===== src/rtl/rdy_step_pkg.sv =====
package rdy_step_pkg;
  // Decoded position of the changeover step button
  typedef enum logic [1:0] {
    BTN_MID  = 2'd0,  // between contacts: hold state
    BTN_DOWN = 2'd1,  // pressed contact only
    BTN_UP   = 2'd2   // released contact (wins if both are active)
  } btn_pos_e;

  function automatic btn_pos_e decode_btn(input logic pressed, input logic released);
    if (released)     return BTN_UP;
    else if (pressed) return BTN_DOWN;
    else              return BTN_MID;
  endfunction
endpackage


===== src/rtl/rdy_sync_src.sv =====
module rdy_sync_src #(
  parameter bit USE_VALID_PAIR = 1'b0,
  parameter bit HIST_RESET     = 1'b1
) (
  input  logic clk,
  input  logic rst,
  input  logic sync_in,
  input  logic vda,
  input  logic vpa,
  output logic sync_rise
);
  logic sync_eff;
  logic sync_q;

  // Source selection: a valid-address pair stands in for a missing fetch pin
  assign sync_eff = USE_VALID_PAIR ? (vda & vpa) : sync_in;

  always_ff @(posedge clk) begin
    if (rst) sync_q <= HIST_RESET;
    else     sync_q <= sync_eff;
  end

  assign sync_rise = sync_eff & ~sync_q;
endmodule


===== src/rtl/rdy_arm_flop.sv =====
module rdy_arm_flop
  import rdy_step_pkg::*;
(
  input  logic     clk,
  input  logic     rst,
  input  btn_pos_e btn,
  input  logic     cycle_mode,
  input  logic     sync_rise,
  input  logic     rel_q,
  output logic     arm_next,
  output logic     arm_q
);
  logic trip;

  // Cycle mode trips one edge after release; instruction mode on fetch rise
  assign trip = cycle_mode ? rel_q : sync_rise;

  always_comb begin
    if (btn == BTN_UP) arm_next = 1'b0;
    else if (trip)     arm_next = 1'b1;
    else               arm_next = arm_q;
  end

  always_ff @(posedge clk) begin
    if (rst) arm_q <= 1'b0;
    else     arm_q <= arm_next;
  end
endmodule


===== src/rtl/rdy_release_flop.sv =====
module rdy_release_flop
  import rdy_step_pkg::*;
(
  input  logic     clk,
  input  logic     rst,
  input  logic     run_mode,
  input  btn_pos_e btn,
  input  logic     arm_next,
  output logic     rel_q
);
  logic rel_next;

  always_comb begin
    if (run_mode)             rel_next = 1'b1;
    else if (btn == BTN_UP)   rel_next = 1'b0;
    else if (arm_next)        rel_next = 1'b0;
    else if (btn == BTN_DOWN) rel_next = 1'b1;
    else                      rel_next = rel_q;
  end

  always_ff @(posedge clk) begin
    if (rst) rel_q <= 1'b0;
    else     rel_q <= rel_next;
  end
endmodule


===== src/rtl/rdy_stepper.sv =====
module rdy_stepper
  import rdy_step_pkg::*;
#(
  parameter bit USE_VALID_PAIR = 1'b0
) (
  input  logic clk,
  input  logic rst,
  input  logic run_mode,
  input  logic cycle_mode,
  input  logic btn_pressed,
  input  logic btn_released,
  input  logic sync_in,
  input  logic vda,
  input  logic vpa,
  input  logic wait_rdy,
  output logic rdy
);
  btn_pos_e btn;
  logic     sync_rise;
  logic     arm_next;
  logic     arm_q;
  logic     rel_q;

  assign btn = decode_btn(btn_pressed, btn_released);

  rdy_sync_src #(.USE_VALID_PAIR(USE_VALID_PAIR), .HIST_RESET(1'b1)) u_sync (
    .clk(clk), .rst(rst), .sync_in(sync_in), .vda(vda), .vpa(vpa),
    .sync_rise(sync_rise)
  );

  rdy_arm_flop u_arm (
    .clk(clk), .rst(rst), .btn(btn), .cycle_mode(cycle_mode),
    .sync_rise(sync_rise), .rel_q(rel_q), .arm_next(arm_next), .arm_q(arm_q)
  );

  rdy_release_flop u_rel (
    .clk(clk), .rst(rst), .run_mode(run_mode), .btn(btn),
    .arm_next(arm_next), .rel_q(rel_q)
  );

  // Stepper bit is a flop; wait-state ready joins without a register stage
  assign rdy = rel_q & wait_rdy;
endmodule


===== config.mk =====
export PLATFORM = sky130hd
export DESIGN_NAME = rdy_stepper
export DESIGN_NICKNAME = d
export VERILOG_FILES = /design/src/rtl/rdy_step_pkg.sv /design/src/rtl/rdy_sync_src.sv /design/src/rtl/rdy_arm_flop.sv /design/src/rtl/rdy_release_flop.sv /design/src/rtl/rdy_stepper.sv
export SDC_FILE = /design/constraint.sdc
export NUM_CORES = 1
export LEC_CHECK = 0
export BUFFER_PORTS_ARGS = -buffer_cell sky130_fd_sc_hd__buf_4
export CORE_AREA = 2 2 39 41
export CTS_CLUSTER_SIZE = 12
export DETAILED_ROUTE_END_ITERATION = 8
export DIE_AREA = 0 0 41 43
export SLEW_MARGIN = 20
export SYNTH_ARGS = -nofsm -noshare
export SYNTH_HDL_FRONTEND = slang
export SYNTH_SLANG_ARGS = --single-unit

===== constraint.sdc =====
create_clock -name clk -period 0.93 [get_ports clk]
set_clock_uncertainty 0.1 [all_clocks]
set_input_delay 0.0465 -clock clk [delete_from_list [all_inputs] [get_ports clk]]
set_output_delay 0.0465 -clock clk [all_outputs]
set_load 0.005 [all_outputs]

# [After elaboration in Yosys (flattened, before gate mapping)]
# Cells that the tools add are included.
# Widths: inputs -> output; s select.
[totals] regBits=3 latchBits=0 romBits=0 input_bits=10 word_cells=18 ramBits=0 memories=0 output_inout_bits=1
[classes] bitwise=3 mul=0 reduce_logical=1 magnitude_cmp=0 n_mux=9 add_sub_neg=0 shift=0 div_mod_pow=0 eq_ne=2
[ops] op="$mux 1" n=8
[ops] op="$reduce_bool 4->1" n=1
[ops] op="$and 1x1->1" n=2
[ops] op="$eq 2x1->1 const B" n=1
[ops] op="$eq 2x2->1 const B" n=1
[ops] op="$mux 2" n=1
[ops] op="$not 1->1" n=1

# [Longest topological paths before layout]
# Gate-level depths: netlist of the first run.
[depth] word_depth=8 depth_mapped=2

# [Modules after synthesis]
# Synthesis of the first run repeated with hierarchy kept, for this count alone.
[hier_totals] cells_unflattened=18 hier_area_um2=181.4
[by_module_without_submodules] module="rdy_release_flop" cells_per_inst=7 instances=1 seq_area_each_um2=20.0 area_per_inst_um2=71.3
[by_module_without_submodules] module="rdy_arm_flop" cells_per_inst=6 instances=1 seq_area_each_um2=20.0 area_per_inst_um2=57.6
[by_module_without_submodules] module="rdy_sync_src" cells_per_inst=3 instances=1 seq_area_each_um2=20.0 area_per_inst_um2=32.5
[by_module_without_submodules] module="rdy_stepper" cells_per_inst=2 instances=1 seq_area_each_um2=0.0 area_per_inst_um2=20.0

# [Worst setup path before layout of the first run]
# No wires, ideal clock.
[synth_path] kind="reg2reg" startpoint="register u_rel.rel_q" endpoint="register u_rel.rel_q" setup_slack_ns=0.040 synth_period_minus_slack_ns=0.890 arrival_ns=0.695 stages_incl_launch_ff=3 required_time_ns=0.734 setup_ns=0.096 n_path_buf=0 path_cell_list="dfxtp_1 -> a21o_1 -> o41ai_2"
[synth_between] elab_chain_cells=6 word_cells_on_any_way=7 cone_classes="6 x mux; 1 x reduce/logical"
[synth_rtl] item="start, declared" line_no="rdy_release_flop.sv:9" text="output logic rel_q"
[synth_rtl] item="start signal, assigned" line_no="rdy_release_flop.sv:23" text="else rel_q <= rel_next;"
[synth_rtl] item="$mux 1 *" line_no="rdy_arm_flop.sv:16" text="assign trip = cycle_mode ? rel_q : sync_rise;"
[synth_rtl] item="$mux 1 *" line_no="rdy_arm_flop.sv:20" text="else if (trip) arm_next = 1'b1;"
[synth_rtl] item="$mux 1 *" line_no="rdy_arm_flop.sv:19" text="if (btn == BTN_UP) arm_next = 1'b0;"
[synth_rtl] item="$mux 1" line_no="rdy_release_flop.sv:16" text="else if (arm_next) rel_next = 1'b0;"
[synth_rtl] item="$mux 1" line_no="rdy_release_flop.sv:15" text="else if (btn == BTN_UP) rel_next = 1'b0;"
[synth_rtl] item="$mux 1" line_no="rdy_release_flop.sv:14" text="if (run_mode) rel_next = 1'b1;"
# Mark *: on every way between the ends. The rest lies on a longest branch, timed or not.
# A chain may end at the register's enable or synchronous reset.

# [Final worst setup path of the first run]
[layout_path] startpoint="register u_rel.rel_q" endpoint="output port rdy"
[layout_between] elab_chain_cells=1
[layout_rtl] item="$and 1x1->1" line_no="rdy_stepper.sv:42" text="assign rdy = rel_q & wait_rdy;"
[layout_rtl] item="end, declared" line_no="rdy_stepper.sv:16" text="output logic rdy"
# Every way passes these cells.

==> results.toml, run 1 <==
[setup_path]
start_kind = "flip-flop"
worst_setup_path_end_kind = "primary output"
cp_cell_sequence = "and2_1 -> buf_4"
rr_worst_depth = 2
cp.buffers_inverters = 1
crit_family = "flip-flops"
r2r_slack_ns = 0
worst_path_max_delay_cell = "dfxtp_2"
arrival_ns = 0.80
critPathMaxStageDelay_ns = 0.31
criticalPathCategory = "flip-flop to primary output"
reg2reg_to = "u_rel.rel_q$_SDFFE_PP0P_"
r2r_start = "u_rel.rel_q$_SDFFE_PP0P_"
crit_path_max_fanout = 3
worstPathRequired_ns = 0.78

[die]
start_util = 0.0931
die_y_um = 43
std_cell_rows = 14
core_sq_um = 1380
dieArea_sq_um = 1760
die_w_um = 41
io_pins = 11

[min_path]
min_path_cells = 2
worstHoldStart = "sync_in"
min_to = "u_sync.sync_q$_SDFF_PP1_"
hold_class = "input port to flip-flop"

[cts]
cts_tree = "done"
h-tree-depth = 1
cts_hold_buffers = 1
cts_buffer_depth = 2
cts_root_buf = "clkbuf_4"
clock_latency_ns = 0.24
numClockSinks = 3
clkSlewWorstSetupHoldPaths_ns = 0.04
cts_buffers = 3

[pwr]
switching_power_mw = 0.0928
p_sw_frac = 0.216
power.clock.fraction = 0.541
p_int_mw = 0.338
ir_drop_mv = 0.368
pwr-share-comb = 0.129
p_leak_nw = 0.118
seqPwrFrac = 0.330
powerDensity_nw_per_um2 = 1710

[layout]
design_area_sq_um = 251
final_util = 0.182
n_fill_cell = 157
drive_gt1_frac = 0.600
area_delta_synth_final_pct = 95.1
num-nets-final = 36
n_antenna_cell = 0

[synthesis]
synth_seq_cells = 3
synth_area_sq_um = 129
synth-xor-area-share = 0
synth_edf_count = 0
synth_top_area_frac = 0.466
ys_seq_area_frac = 0.466
yosysWarnings = 0
synth.most_common_cell = "dfxtp_1"
synthCells = 12
syn-num-nets = 22
synth-async-reset-ratio = 0
yosys.area.top_type = "dfxtp_1"
ys_types = 10
synth_compound_area_frac = 0.301
synth-simple-area-share = 0.233
synth_top_family_by_area = "compound AO/OA/AOI/OAI gates"
synth_area_leaders = "dfxtp_1 47%, o41ai_2 13%, a21o_1 5.8%"
synth_ff_type = "dfxtp_1"
synth_fa_ha_area_frac = 0
postSynthAreaPerCell_sq_um = 10.7
yosys-mux-area-fraction = 0

[sta]
hold_viol = 2
finalSetupViolations = 1
post-route-period-util = 1.02
fmax_ghz = 1.06
slew_viol_final = 0
timing.final.crit_period_ns = 0.944
rsz0062_at_grt = "true"
finalWorstSetupSlack_ns = -0.0141
slew_headroom = 0.863
worst_pin_slew_ns = 0.204
whs_ns = -0.0902

[outcome]
violations = "negative hold slack, negative setup slack"
status = "complete, but fails checks"

[global_route]
grt_first_pass_wirelength_um = 434
grt_max_degree = 5
antenna_found_initial = 0
grtUsageTotal = 0.0410
grt_remaining_overflow = 0
first_global_vias = 148

[detailed_routing]
ant_nets = 0
viasPerCell = 3.41
firstDrtPassIters = 1
num_vias = 140
wl_per_cell_um = 7.00
first_iter_violations = 0
drc = 0
wirelength_um = 287

[place]
io_buffers = 8
post-dp-hpwl_um = 208
gp_congestion = 0.555
place_area_sq_um = 209

[run]
maxCapViolCount = 0
## power groups by stage
stage	Sequential, mW	Combinational [mW]	Clock [mW]
3_3_place_gp	0.143	0.0514	0
3_5_place_dp	0.143	0.0519	0
2_1_floorplan	0.142	0.0211	0
5_1_grt	0.143	0.0616	0.255
6_report	0.142	0.0554	0.233
4_1_cts	0.142	0.0564	0.246
## worst max path at each step
stage / start / end / slack, ns / cells after the start
floorplan: u_rel.rel_q$_SDFFE_PP0P_ / u_rel.rel_q$_SDFFE_PP0P_ / 0.04 / 2
detailed placement: u_sync.sync_q$_SDFF_PP1_ / u_rel.rel_q$_SDFFE_PP0P_ / -0.01 / 2
finish: u_rel.rel_q$_SDFFE_PP0P_ / rdy / -0.01 / 2
global placement: u_sync.sync_q$_SDFF_PP1_ / u_rel.rel_q$_SDFFE_PP0P_ / -0.009 / 2
global route: u_rel.rel_q$_SDFFE_PP0P_ / u_rel.rel_q$_SDFFE_PP0P_ / -0.07 / 2
CTS: u_rel.rel_q$_SDFFE_PP0P_ / rdy / -0.03 / 2
## area by class of cell
| cell class | instances | area (sq um) | area share |
|---|---|---|---|
| sequential | 3 | 61.3 | 0.244 |
| multi-input combinational | 9 | 73.8 | 0.294 |
| timing repair buffer | 9 | 70.1 | 0.279 |
| clock buffer | 4 | 26.3 | 0.104 |
| tap | 16 | 20.0 | 0.0796 |
## kinds of logic after synthesis
kind of cell     Yosys count
AO/OA/AOI/OAI              4
flip-flops                 3
AND/OR/NAND/NOR            5
## worst reg2reg max path: stages (launching register included)
cell and delay (ns):
dfxtp_2 0.31, a21o_1 0.17, o41ai_2 0.25
## stage by stage
step	power, mW	instances	TNS [ns]	hold WS [ns]	worst slack, ns
floorplan	0.163	12	0	0.0459	0.0396
global placement	0.195	36	-0.00950	0.145	-0.00950
detailed placement	0.195	36	-0.0121	0.147	-0.0121
CTS	0.445	41	-0.0334	-0.0991	-0.0267
global route	0.460	41	-0.124	-0.0879	-0.0654
finish	0.431	41	-0.0141	-0.0902	-0.0141
## placed cells by master (no fill, tap or decap)
cell type	Yosys	layout
o21bai_1	1	1
a21o_1	1	1
clkbuf_4	0	3
o41ai_2	1	1
dfxtp_1	3	2
clkbuf_1	0	1
dfxtp_2	0	1
o21a_1	1	1
and2_1	1	1
nor3b_2	0	1
nor2_1	1	1
nand2b_1	1	1
dlygate4sd3_1	0	1
buf_4	0	8
or2_2	1	1
## routing by layer
layer,track usage,part of all wire,up-vias
li1,-,-,68
met1,0.0287,0.32,66
met2,0.0625,0.54,6
met3,0.0314,0.13,0
met4,0.0400,0,0
met5,0,0,-
## state kept, by name, indices dropped and copies added, names as in the netlist
signal	cells
u_sync.sync_q	1
u_arm.arm_q	1
u_rel.rel_q	1
## what timing repair did
| action | in CTS | in global routing |
|---|---|---|
| resized for setup | 2 | 0 |
| setup endpoints to repair | 3 | 2 |
| pin swaps | 0 | 0 |
| endpoints found under the hold margin | 3 | 2 |
| setup buffers | 0 | 0 |
Note: power is estimated with default switching activity, not from simulation.
==> run 2, diff against run 1 <==
--- a/config.mk
+++ b/config.mk
@@ -5,12 +5,13 @@
 export SDC_FILE = /design/constraint.sdc
 export NUM_CORES = 1
 export LEC_CHECK = 0
-export BUFFER_PORTS_ARGS = -buffer_cell sky130_fd_sc_hd__buf_4
 export CORE_AREA = 2 2 39 41
 export CTS_CLUSTER_SIZE = 12
 export DETAILED_ROUTE_END_ITERATION = 8
 export DIE_AREA = 0 0 41 43
+export DONT_BUFFER_PORTS = 1
 export SLEW_MARGIN = 20
 export SYNTH_ARGS = -nofsm -noshare
 export SYNTH_HDL_FRONTEND = slang
+export SYNTH_HIERARCHICAL = 1
 export SYNTH_SLANG_ARGS = --single-unit
==> run 2 against run 1 <==
Against the previous run:
- the run ends with negative setup slack left
- final cell count rose by 9.8%
- clock power hardly changed
- via count is 14% higher
- synthesized cell count increased by 50%
- sequential power increased by 3%
- hold slack gained 0.15 ns
- die area is the same
- register-to-register slack lost 0.097 ns
==> results.toml, run 2 <==
[place]
place_ws_ns = -0.206
post-dp-hpwl_um = 305
dp_cells = 38
io_buffers = 0
gp_congestion = 0.656
place_area_sq_um = 231

[sta]
slew_headroom = 0.862
timing.final.crit_period_ns = 1.03
fmax_ghz = 0.974
whs_ns = 0.0613
finalSetupTns_ns = -0.189
hold_viol = 0
rsz0062_at_grt = "true"
worst_pin_slew_ns = 0.201
finalWorstSetupSlack_ns = -0.0968
post-route-period-util = 1.10
slew_viol_final = 0
finalSetupViolations = 3

[detailed_routing]
wl_per_cell_um = 8.82
drc = 0
viasPerCell = 3.53
firstDrtPassIters = 2
ant_nets = 0
wirelength_um = 397
first_iter_violations = 3
num_vias = 159

[pwr]
ir_drop_mv = 0.473
power.clock.fraction = 0.501
p_leak_nw = 0.122
seqPwrFrac = 0.312
p_int_mw = 0.359
p_sw_frac = 0.233
powerDensity_nw_per_um2 = 1600
switching_power_mw = 0.109
pwr-share-comb = 0.187

[synthesis]
ys_types = 12
synth_seq_cells = 3
syn-num-nets = 29
synth-async-reset-ratio = 0
synth_top_area_frac = 0.331
synthCells = 18
postSynthAreaPerCell_sq_um = 10.1
synth_area_sq_um = 181
yosys.area.top_type = "dfxtp_1"
synth_common_cells = "4 x nor2b_1, 3 x dfxtp_1, 2 x inv_1"
synth.most_common_cell = "nor2b_1"
synth_edf_count = 0
ys_seq_area_frac = 0.331
yosysWarnings = 6
synth_ff_type = "dfxtp_1"
synth_area_leaders = "dfxtp_1 33%, nor2b_1 14%, o41ai_2 9.0%"

[layout]
design_area_sq_um = 292
fin_cells = 45
n_antenna_cell = 0
seq_area_sq_um = 61.3
num-nets-final = 41
final_cell_mix = "4 x buf_4, 4 x nor2b_1, 3 x clkbuf_4, 3 x dlygate4sd3_1"
drive_gt1_frac = 0.414
area_delta_synth_final_pct = 60.7
multi_input_area_sq_um = 116
n_fill_cell = 158
reg_top3 = "u_arm/arm_q: 1 flops, u_rel/rel_q: 1 flops, u_sync/sync_q: 1 flops"

[global_route]
use_met2 = 0.0750
antenna_found_initial = 0
gr-usage-met3 = 0.0733
grtUsageTotal = 0.0651
grt_util_met1 = 0.0671
grt_max_degree = 5
grt_first_pass_wirelength_um = 710
first_global_vias = 180
grt.busiest_layer = "met2"
grt_remaining_overflow = 0

[die]
die_w_um = 41
die_y_um = 43
io_pins = 11
start_util = 0.131
core_sq_um = 1380
std_cell_rows = 14
dieArea_sq_um = 1760

[cts]
numClockSinks = 3
cts_buffers = 3
clock_latency_ns = 0.24
cts_buffer_depth = 2
h-tree-depth = 1
clkSlewWorstSetupHoldPaths_ns = 0.04
cts_tree = "done"
postCtsSetupBuffers = 0
cts_root_buf = "clkbuf_4"

[outcome]
violations = "negative setup slack"
status = "complete, but fails checks"

[setup_path]
criticalPathCategory = "flip-flop to flip-flop"
arrival_ns = 1.06
setup.worst_path.start = "u_sync/sync_q$_SDFF_PP1_"
r2r_start = "u_sync/sync_q$_SDFF_PP1_"
start_kind = "flip-flop"
rr_worst_depth = 4
cp_cell_sequence = "nor2b_1 -> mux2i_1 -> a21oi_1 -> o41ai_2"
worstPathRequired_ns = 0.96
worst_path_max_delay_cell = "dfxtp_2"
r2r_slack_ns = -0.1
reg2reg_to = "u_rel/rel_q$_SDFFE_PP0P_"
worst_setup_path_end_kind = "flip-flop"
critPathMaxStageDelay_ns = 0.30
crit_path_max_fanout = 2

[min_path]
worstHoldStart = "btn_released"
hold_class = "input port to flip-flop"
min_to = "u_arm/arm_q$_SDFF_PP0_"
min_path_cells = 3

[run]
maxCapViolCount = 0
==> run 2: area by class of cell <==
cell class	instances	share of cell area
clock buffers	4	0.0901
inverters	2	0.0258
multi-input cells	13	0.399
flip-flops and latches	3	0.210
well taps	16	0.0687
repair buffers	7	0.206
==> run 2: power by group through the flow <==
stage	logic [mW]	clock network, mW	registers (mW)
after global routing	0.0983	0.259	0.147
after global placement	0.0721	0	0.147
after floorplan	0.0448	0	0.146
final	0.0876	0.234	0.146
after CTS	0.0894	0.246	0.145
after detailed placement	0.0735	0	0.147
==> run 2: what timing repair did <==
item	in CTS	in global routing
pin swaps	2	2
hold buffers	3	0
hold endpoints to repair	3	0
setup endpoints to repair	3	3
gates resized for setup	1	1
gates cloned	0	0
==> run 2: kinds of logic after synthesis <==
kind of cell             share of synthesized area
buffers and inverters                       0.0414
AND/OR/NAND/NOR                              0.317
AO/OA/AOI/OAI                                0.186
adder cells (fa/ha/maj)                     0.0690
flip-flops                                   0.331
multiplexers                                0.0552
==> run 2: worst max-delay path: cells and delay by family, from the launching register on <==
| kind | cells | cell delay [ns] |
|---|---|---|
| AO/OA/AOI/OAI | 2 | 0.31 |
| flip-flops | 1 | 0.30 |
| AND/OR/NAND/NOR | 1 | 0.03 |
| multiplexers | 1 | 0.18 |
==> run 2: stage by stage <==
| step | util | power, mW |
|---|---|---|
| after floorplan | - | 0.191 |
| after global placement | 0.167 | 0.219 |
| after detailed placement | 0.167 | 0.221 |
| after CTS | 0.210 | 0.481 |
| after global routing | 0.211 | 0.504 |
| final | 0.211 | 0.467 |
==> run 2: worst max path at each step <==
| stage | slack (ns) | endpoint | cells past startpoint |
|---|---|---|---|
| 2_1_floorplan | -0.14 | u_rel/rel_q$_SDFFE_PP0P_ | 4 |
| 6_report | -0.1 | u_rel/rel_q$_SDFFE_PP0P_ | 4 |
| 3_3_place_gp | -0.18 | u_rel/rel_q$_SDFFE_PP0P_ | 4 |
| 3_5_place_dp | -0.21 | u_rel/rel_q$_SDFFE_PP0P_ | 4 |
| 4_1_cts | -0.22 | u_rel/rel_q$_SDFFE_PP0P_ | 4 |
| 5_1_grt | -0.20 | u_rel/rel_q$_SDFFE_PP0P_ | 4 |
==> run 2: metal layers <==
| layer | part of all wire | up-vias |
|---|---|---|
| li1 | - | 82 |
| met1 | 0.41 | 72 |
| met2 | 0.50 | 5 |
| met3 | 0.088 | 0 |
| met4 | 0 | 0 |
| met5 | 0 | - |
